--- src/rtl/flash_cfg_regs.sv ---
module flash_cfg_regs #(
  parameter int          DEV_ADDR_BITS = 26,
  parameter logic [15:0] NV_RESET      = 16'h8FFF
) (
  input  logic       clk,
  input  logic       rst_n,
  input  logic       cmd_vld,
  input  logic [7:0] cmd_op,
  input  logic       wr_vld,
  input  logic [7:0] wr_byte,
  input  logic       rd_req,
  input  logic       cs_end,
  output logic [7:0] rd_data,
  output logic       addr_4b,
  output logic [3:0] dummy_clks,
  output logic [7:0] seg_addr,
  output logic       wren
);

  localparam logic [7:0] SEG_TOP = (DEV_ADDR_BITS > 24) ? 8'((1 << (DEV_ADDR_BITS - 24)) - 1) : 8'd0;

  localparam logic [7:0] OP_WREN   = 8'h06;
  localparam logic [7:0] OP_WRDI   = 8'h04;
  localparam logic [7:0] OP_A4_ON  = 8'hB7;
  localparam logic [7:0] OP_A4_OFF = 8'hE9;
  localparam logic [7:0] OP_SEG_RD = 8'hC8;
  localparam logic [7:0] OP_SEG_WR = 8'hC5;
  localparam logic [7:0] OP_NV_RD  = 8'hB5;
  localparam logic [7:0] OP_NV_WR  = 8'hB1;
  localparam logic [7:0] OP_VC_RD  = 8'h85;
  localparam logic [7:0] OP_VC_WR  = 8'h81;
  localparam logic [7:0] OP_EV_RD  = 8'h65;
  localparam logic [7:0] OP_EV_WR  = 8'h61;
  localparam logic [7:0] OP_FLAG   = 8'h70;
  localparam logic [7:0] OP_RST_EN = 8'h66;
  localparam logic [7:0] OP_RST    = 8'h99;

  typedef enum logic [1:0] {S_IDLE, S_COLL, S_READ} st_t;
  typedef enum logic [1:0] {T_SEG, T_NV, T_VC, T_EV} tgt_t;

  function automatic logic [7:0] vc_from(input logic [15:0] nv);
    return {nv[15:12], ~&nv[11:9], 1'b0, 2'b11};
  endfunction

  function automatic logic [7:0] ev_from(input logic [15:0] nv);
    return {nv[3], nv[2], 1'b0, 2'b11, 3'b111};
  endfunction

  function automatic logic [7:0] seg_from(input logic [15:0] nv);
    return nv[1] ? 8'd0 : SEG_TOP;
  endfunction

  logic [15:0] nv_q;
  logic [7:0]  vc_q, ev_q, seg_q;
  logic        a4_q, wren_q, armed_q;
  st_t         st_q;
  tgt_t        tgt_q;
  logic        two_q, got_q;
  logic [7:0]  lo_q, rb0_q, rb1_q;
  logic [1:0]  rlen_q, rpos_q;
  logic        rloop_q;

  always_ff @(posedge clk or negedge rst_n) begin
    if (!rst_n) begin
      nv_q    <= NV_RESET;
      vc_q    <= vc_from(NV_RESET);
      ev_q    <= ev_from(NV_RESET);
      seg_q   <= seg_from(NV_RESET);
      a4_q    <= ~NV_RESET[0];
      wren_q  <= 1'b0;
      armed_q <= 1'b0;
      st_q    <= S_IDLE;
      tgt_q   <= T_SEG;
      two_q   <= 1'b0;
      got_q   <= 1'b0;
      lo_q    <= '0;
      rb0_q   <= '0;
      rb1_q   <= '0;
      rlen_q  <= '0;
      rpos_q  <= '0;
      rloop_q <= 1'b0;
    end else if (cmd_vld) begin
      armed_q <= (cmd_op == OP_RST_EN);
      st_q    <= S_IDLE;
      rpos_q  <= '0;
      got_q   <= 1'b0;
      rloop_q <= 1'b0;
      rlen_q  <= 2'd1;
      two_q   <= 1'b0;
      case (cmd_op)
        OP_WREN:   wren_q <= 1'b1;
        OP_WRDI:   wren_q <= 1'b0;
        OP_A4_ON:  a4_q   <= 1'b1;
        OP_A4_OFF: a4_q   <= 1'b0;
        OP_RST: begin
          if (armed_q) begin
            vc_q   <= vc_from(nv_q);
            ev_q   <= ev_from(nv_q);
            seg_q  <= seg_from(nv_q);
            a4_q   <= ~nv_q[0];
            wren_q <= 1'b0;
          end
        end
        OP_SEG_RD: begin
          st_q  <= S_READ;
          rb0_q <= seg_q;
        end
        OP_NV_RD: begin
          st_q   <= S_READ;
          rb0_q  <= nv_q[7:0];
          rb1_q  <= nv_q[15:8];
          rlen_q <= 2'd2;
        end
        OP_VC_RD: begin
          st_q  <= S_READ;
          rb0_q <= vc_q;
        end
        OP_EV_RD: begin
          st_q  <= S_READ;
          rb0_q <= ev_q;
        end
        OP_FLAG: begin
          st_q    <= S_READ;
          rb0_q   <= {1'b1, 6'b0, a4_q};
          rloop_q <= 1'b1;
        end
        OP_SEG_WR: if (wren_q) begin
          st_q  <= S_COLL;
          tgt_q <= T_SEG;
        end
        OP_NV_WR: if (wren_q) begin
          st_q  <= S_COLL;
          tgt_q <= T_NV;
          two_q <= 1'b1;
        end
        OP_VC_WR: if (wren_q) begin
          st_q  <= S_COLL;
          tgt_q <= T_VC;
        end
        OP_EV_WR: if (wren_q) begin
          st_q  <= S_COLL;
          tgt_q <= T_EV;
        end
        default: ;
      endcase
    end else if (cs_end) begin
      st_q   <= S_IDLE;
      rpos_q <= '0;
    end else if (st_q == S_COLL && wr_vld) begin
      if (two_q && !got_q) begin
        lo_q  <= wr_byte;
        got_q <= 1'b1;
      end else begin
        st_q <= S_IDLE;
        case (tgt_q)
          T_SEG: seg_q <= wr_byte;
          T_NV:  nv_q  <= {wr_byte, lo_q};
          T_VC:  vc_q  <= wr_byte;
          T_EV:  ev_q  <= wr_byte;
          default: ;
        endcase
      end
    end else if (st_q == S_READ && rd_req) begin
      if (rloop_q && (rpos_q + 2'd1 == rlen_q))
        rpos_q <= '0;
      else if (rpos_q < rlen_q)
        rpos_q <= rpos_q + 2'd1;
    end
  end

  assign rd_data    = (st_q == S_READ && rpos_q < rlen_q) ? ((rpos_q == 2'd0) ? rb0_q : rb1_q) : 8'h00;
  assign addr_4b    = a4_q;
  assign dummy_clks = vc_q[7:4];
  assign seg_addr   = seg_q;
  assign wren       = wren_q;

endmodule

--- config.mk ---
export PLATFORM = sky130hd
export DESIGN_NAME = flash_cfg_regs
export DESIGN_NICKNAME = d
export VERILOG_FILES = /design/src/rtl/flash_cfg_regs.sv
export SDC_FILE = /design/constraint.sdc
export NUM_CORES = 1
export LEC_CHECK = 0
export BUFFER_PORTS_ARGS = -buffer_cell sky130_fd_sc_hd__buf_2
export CAP_MARGIN = 20
export CORE_UTILIZATION = 36
export CTS_CLUSTER_SIZE = 20
export DETAILED_ROUTE_END_ITERATION = 10
export SLEW_MARGIN = 25
export SYNTH_ARGS = -nofsm -noshare
export SYNTH_HDL_FRONTEND = slang
export SYNTH_SLANG_ARGS = --single-unit
--- constraint.sdc ---
create_clock -name clk -period 3.4 [get_ports clk]
set_clock_uncertainty 0.15 [all_clocks]
set_input_delay 0.51 -clock clk [delete_from_list [all_inputs] [get_ports clk]]
set_output_delay 0.51 -clock clk [all_outputs]
set_load 0.02 [all_outputs]
# ---- Word level (Yosys, flattened, before mapping)
# Cells that the tools add are included.
dict set report totals {
  ff_bits 78
  latchBits 0
  mem_bits_rw 0
  romBits 0
  input_bits 22
  output_inout_bits 22
  word_cells 146
  mem_count 0
}
dict set report op_classes {
  n_addsub 1
  mul 0
  div_mod_pow 0
  order_cmp 1
  eq_ne 32
  shift 0
  muxes 54
  bitwise 4
  reduce_logical 37
}
# op n
set ops {}
lappend ops {{8-bit 2-to-1 mux} 23}
lappend ops {{8-bit equality test, second input constant} 9}
lappend ops {{8-bit case mux with 5 select lines} 1}
lappend ops {{8-bit by 7-bit equality test with 1-bit output, second input constant} 4}
lappend ops {{2-bit 2-to-1 mux} 16}
lappend ops {{6-bit AND reduction} 4}
lappend ops {{8-bit by 3-bit equality test with 1-bit output, second input constant} 2}
lappend ops {{3-bit AND reduction} 5}
lappend ops {{2-bit != test, second input constant} 7}
lappend ops {{3-bit nonzero test} 4}
lappend ops {{1-bit 2-to-1 mux} 10}
lappend ops {{2-bit nonzero test} 5}
lappend ops {{2-bit case mux with 4 select lines} 1}
lappend ops {{4-bit nonzero test} 2}
lappend ops {{2-bit equality test, second input constant} 3}
lappend ops {{3-bit != test, second input constant} 2}
lappend ops {{1-bit case mux with 3 select lines} 2}
lappend ops {{2-bit AND reduction} 3}
lappend ops {{1-bit logical AND} 5}
lappend ops {{5-bit AND reduction} 1}
lappend ops {{5-bit nonzero test} 1}
lappend ops {{5-bit OR reduction} 1}
lappend ops {{2-bit by 1-bit equality test with 1-bit output, second input constant} 2}
lappend ops {{2-bit logical NOT} 2}
lappend ops {{9 further kinds} 14}

# ---- Logic depth before layout (Yosys ltp)
dict set report logic_depth {
  ltp_word 8
  depth_mapped 7
  depth_no_buf 7
}

# ---- Least setup slack after synthesis
# Ideal clock, no wire load.
dict set report synth_path {
  kind {register to output}
  start {register rlen_q[1]}
  end {output rd_data[0]}
  arrival_ps 1595
  required_ps 2740
  path_slack_ps 1145
  stages_incl_launch_ff 7
  path_buffers 1
  path_cell_list {dfrtp_1 inv_1 ha_1 nor2b_1 or3_1 clkbuf_1 nor2_1}
}
dict set report synth_via {
  elab_chain_len 3
}
# item line_no
set synth_lines {}
lappend synth_lines {{from (decl)} 60} ;# logic [1:0] rlen_q, rpos_q;
lappend synth_lines {{from (signal assigned)} 79} ;# rlen_q <= '0;
lappend synth_lines {{from (signal assigned)} 88} ;# rlen_q <= 2'd1;
lappend synth_lines {{from (signal assigned)} 112} ;# rlen_q <= 2'd2;
lappend synth_lines {{2-bit less-than comparator} 171} ;# assign rd_data = (st_q == S_READ && rpos_q < rlen_q) ? ((rpos_q == 2'd0) ? rb0_q : rb1_q) : 8'h00;
lappend synth_lines {{1-bit logical AND} 171}
lappend synth_lines {{8-bit 2-to-1 mux} 171}
lappend synth_lines {{to (decl)} 13} ;# output logic [7:0] rd_data,
# No other way between the ends.

# ---- Worst setup path in the final report
dict set report layout_path {
  start {register rlen_q[1]}
  end {output rd_data[5]}
}
# Same word-level chain as after synthesis.

==> results.md <==
* CTS buffer count at 9
* Final net count at 401
* Yosys reg bits at 78
* Synth top area cells: dfrtp_1 35%, dfstp_2 15%, mux2_1 7.4%
* Part of the power in combinational logic at 0.076
* Crit path capture type: output port
* Most common cell in the netlist: dfrtp_1
* CTS sink count at 78
* Pin count of the biggest net entering global routing at 79
* Top delay family on crit path: simple AND/OR/NAND/NOR gates
* Worst Path Max Fanout at 8
* Setup violations, final at 0
* Final Cell Area at 0.00446 mm²
* Post-Syn Nets at 361
* # port buffers at 43
* Flop2flop setup slack at 1270 ps
* Yosys top cell area share at 0.349
* Max-cap viol count at 0
* Die width at 107 µm
* Total Wirelength at 8890 µm
* Max Clk Rate at 375 MHz
* Worst Slack Setup Final at 736 ps
* Max H-tree Level at 3
* Top_reg_cell synth: dfrtp_1
* List of most frequent post-synthesis cells: 55 x dfrtp_1, 29 x nand2_1, 26 x mux2_1, 23 x dfstp_2, 21 x mux2_2
* Status: complete, no violations
* Post-Layout Cell Count at 517
* Antenna violations before repair at 0
* WS Path Type: reg -> out
* Std-Cell Core Area at 0.0105 mm²
* Clk slew on worst S/H paths at 90 ps
* Share of layout cells above drive strength 1 at 0.320
* Relative slew slack at 0.458
* R2R Path Start: two_q$_DFFE_PN0P_
* Gr ovfl total at 0
* Reg2Reg Capture Point: nv_q[14]$_DFFE_PN0P_
* Seq pwr share at 0.539
* Area growth, synth to finish at 13.1%
* Vias per cell at 5.34
* Setup TNS at 0 ps
* Sequential area share after synthesis at 0.502
* Global-route wire length before repair at 14,500 µm
* LEAKAGE at 2.05 nW
* Initial core utilization at 0.377
* Number of global-route vias before repair at 2,737
* FF-to-FF path depth at 4
* Worst setup SP type: register
* DRT iter0 DRCs at 230
* Number of routed nets with antenna violations at 0
* Per-cell routed wire length at 17.2 µm
* Clock power share at 0.386
* Worst slew pin tran at 811 ps
* Die area at 0.0114 mm²
* Critical path depth at 6
* DRT met1 WL at 4310 µm
* Met3 WL post-DR at 408 µm
* Routability-driven placement congestion ratio at 0.793
* I/O Pins at 44
* Highest routed layer: met4
* CP arrival at 2000 ps
* 1st-pass router iterations at 5
* Ant. Diodes at 0
* Final Slew Violations at 0
* Mapped Cells at 336
* Syn. warnings at 0
* Period minus WS final at 2660 ps
* Overall global routing resource usage at 0.166
* DR vias at 2,762
* Row cnt at 37
* Post_cts resized at 0
* Pint at 1.34 mW
* Area of placed instances at 0.00426 mm²
* Clk_lat worst skew at 350 ps
* Clock root cell: clkbuf_8
* Switching part of the total at 0.252
* Maximum vdd ir drop at 0.000228 V
* HPWL after detailed placement at 6340 µm
* DRC violations left at 0
* Final hold violation count at 0
* Clock Tree Buf Depth at 2
* Synth area leader: dfrtp_1
* Period utilization at 0.784
* Async SR Flop Fraction at 1.00
* Library cells used by synthesis at 65
* Worst path slowest cell: or3_1
* Cells along the critical path: inv_1, ha_1, nor2b_1, or3_1, nor2_1, buf_2
* Hold Crit Class: in -> async
* RSZ-0062 raised after global routing: no
* PwrDens at 400 mW/mm²
* Met2 wire len at 4050 µm
* Sw power at 0.450 mW
* Post-placement setup slack at 814 ps
* EDFF count, synth at 0
* Postcts setup bufs at 0
* Required time worst endpoint at 2740 ps
* Worst path bufs/invs at 2
* Post-Syn Area per Cell at 11.7 µm²
* Placed instance count at 501
* Synth Cell Area at 0.00395 mm²
* Die Ht at 107 µm
* Critical Path Max Stage Delay at 490 ps
* Filler cell count at 1,030
* Post-CTS Hold Buffers at 0
* CTS tree: yes
metal layers:
| layer | track usage | up-vias |
|---|---|---|
| met5 | 0 | - |
| met4 | 0.0577 | 0 |
| li1 | - | 1295 |
| met1 | 0.237 | 1387 |
| met2 | 0.253 | 70 |
| met3 | 0.0304 | 10 |
worst max path at each step:
stage / start / slack [ps] / end
floorplan: rlen_q[1]$_DFFE_PN0P_ / 1150 / rd_data[0]
global placement: cmd_op[3] / 860 / rb0_q[4]$_DFFE_PN0P_
detailed placement: cmd_op[3] / 810 / rb0_q[1]$_DFFE_PN0P_
CTS: rlen_q[1]$_DFFE_PN0P_ / 690 / rd_data[5]
global route: rlen_q[1]$_DFFE_PN0P_ / 610 / rd_data[6]
finish: rlen_q[1]$_DFFE_PN0P_ / 740 / rd_data[5]
placed cells by master (no fill, tap or decap), drive strengths merged, types with 3 or more instances in the layout:
master and count:
mux2 47, o21ai 20, a222oi 6, nand4b 3
buf 45, ha 3, nand2 31, a21oi 10
nor2b 9, nor4 5, nor3 8, mux2i 14
nand2b 6, dfstp 23, or3 4, nand3 5
clkinvlp 3, inv 14, a21boi 6, nand4bb 4
nor2 14, clkbuf 10, dfrtp 55
through the flow:
stage                      util  total power, mW  hold WS (ps)
after CTS                 0.426             1.81           188
after global placement    0.407             1.11           308
final                     0.427             1.79          25.5
after global routing      0.427             1.87          78.2
after floorplan               -             1.05          64.4
after detailed placement  0.407             1.12           315
cell families after synthesis:
family | after synthesis | share of synthesized area
fa+ha+maj | 3 | 0.00951
simple gates | 101 | 0.159
xor+xnor | 1 | 0.00222
compound gates | 62 | 0.122
mux | 61 | 0.170
buf+inv | 30 | 0.0358
flops | 78 | 0.502
area by class of cell:
class	instances	area, µm²	area share
well taps	136	170	0.0381
inverters	14	52.6	0.0118
flip-flops and latches	78	1980	0.444
clock inverters	6	70.1	0.0157
clock buffers	10	128	0.0286
multi-input cells	228	1830	0.409
repair buffers	45	236	0.0530
power by group through the flow:
stage | registers [mW] | clock network, mW | logic [mW]
after floorplan | 0.982 | 0 | 0.0690
after global placement | 0.979 | 0 | 0.135
after detailed placement | 0.979 | 0 | 0.136
after CTS | 0.962 | 0.712 | 0.137
after global routing | 0.964 | 0.755 | 0.152
final | 0.962 | 0.689 | 0.135
state kept, by name, indices dropped and copies added, names as in the netlist:
| register | count |
|---|---|
| armed_q | 1 |
| rb1_q | 8 |
| two_q | 1 |
| ev_q | 8 |
| st_q | 2 |
| tgt_q | 2 |
| rloop_q | 1 |
| vc_q | 8 |
| addr_4b | 1 |
| got_q | 1 |
| rb0_q | 8 |
| nv_q | 16 |
| wren | 1 |
| seg_addr | 8 |
| rlen_q | 2 |
| rpos_q | 2 |
| lo_q | 8 |
(Power assumes the default switching activity.)
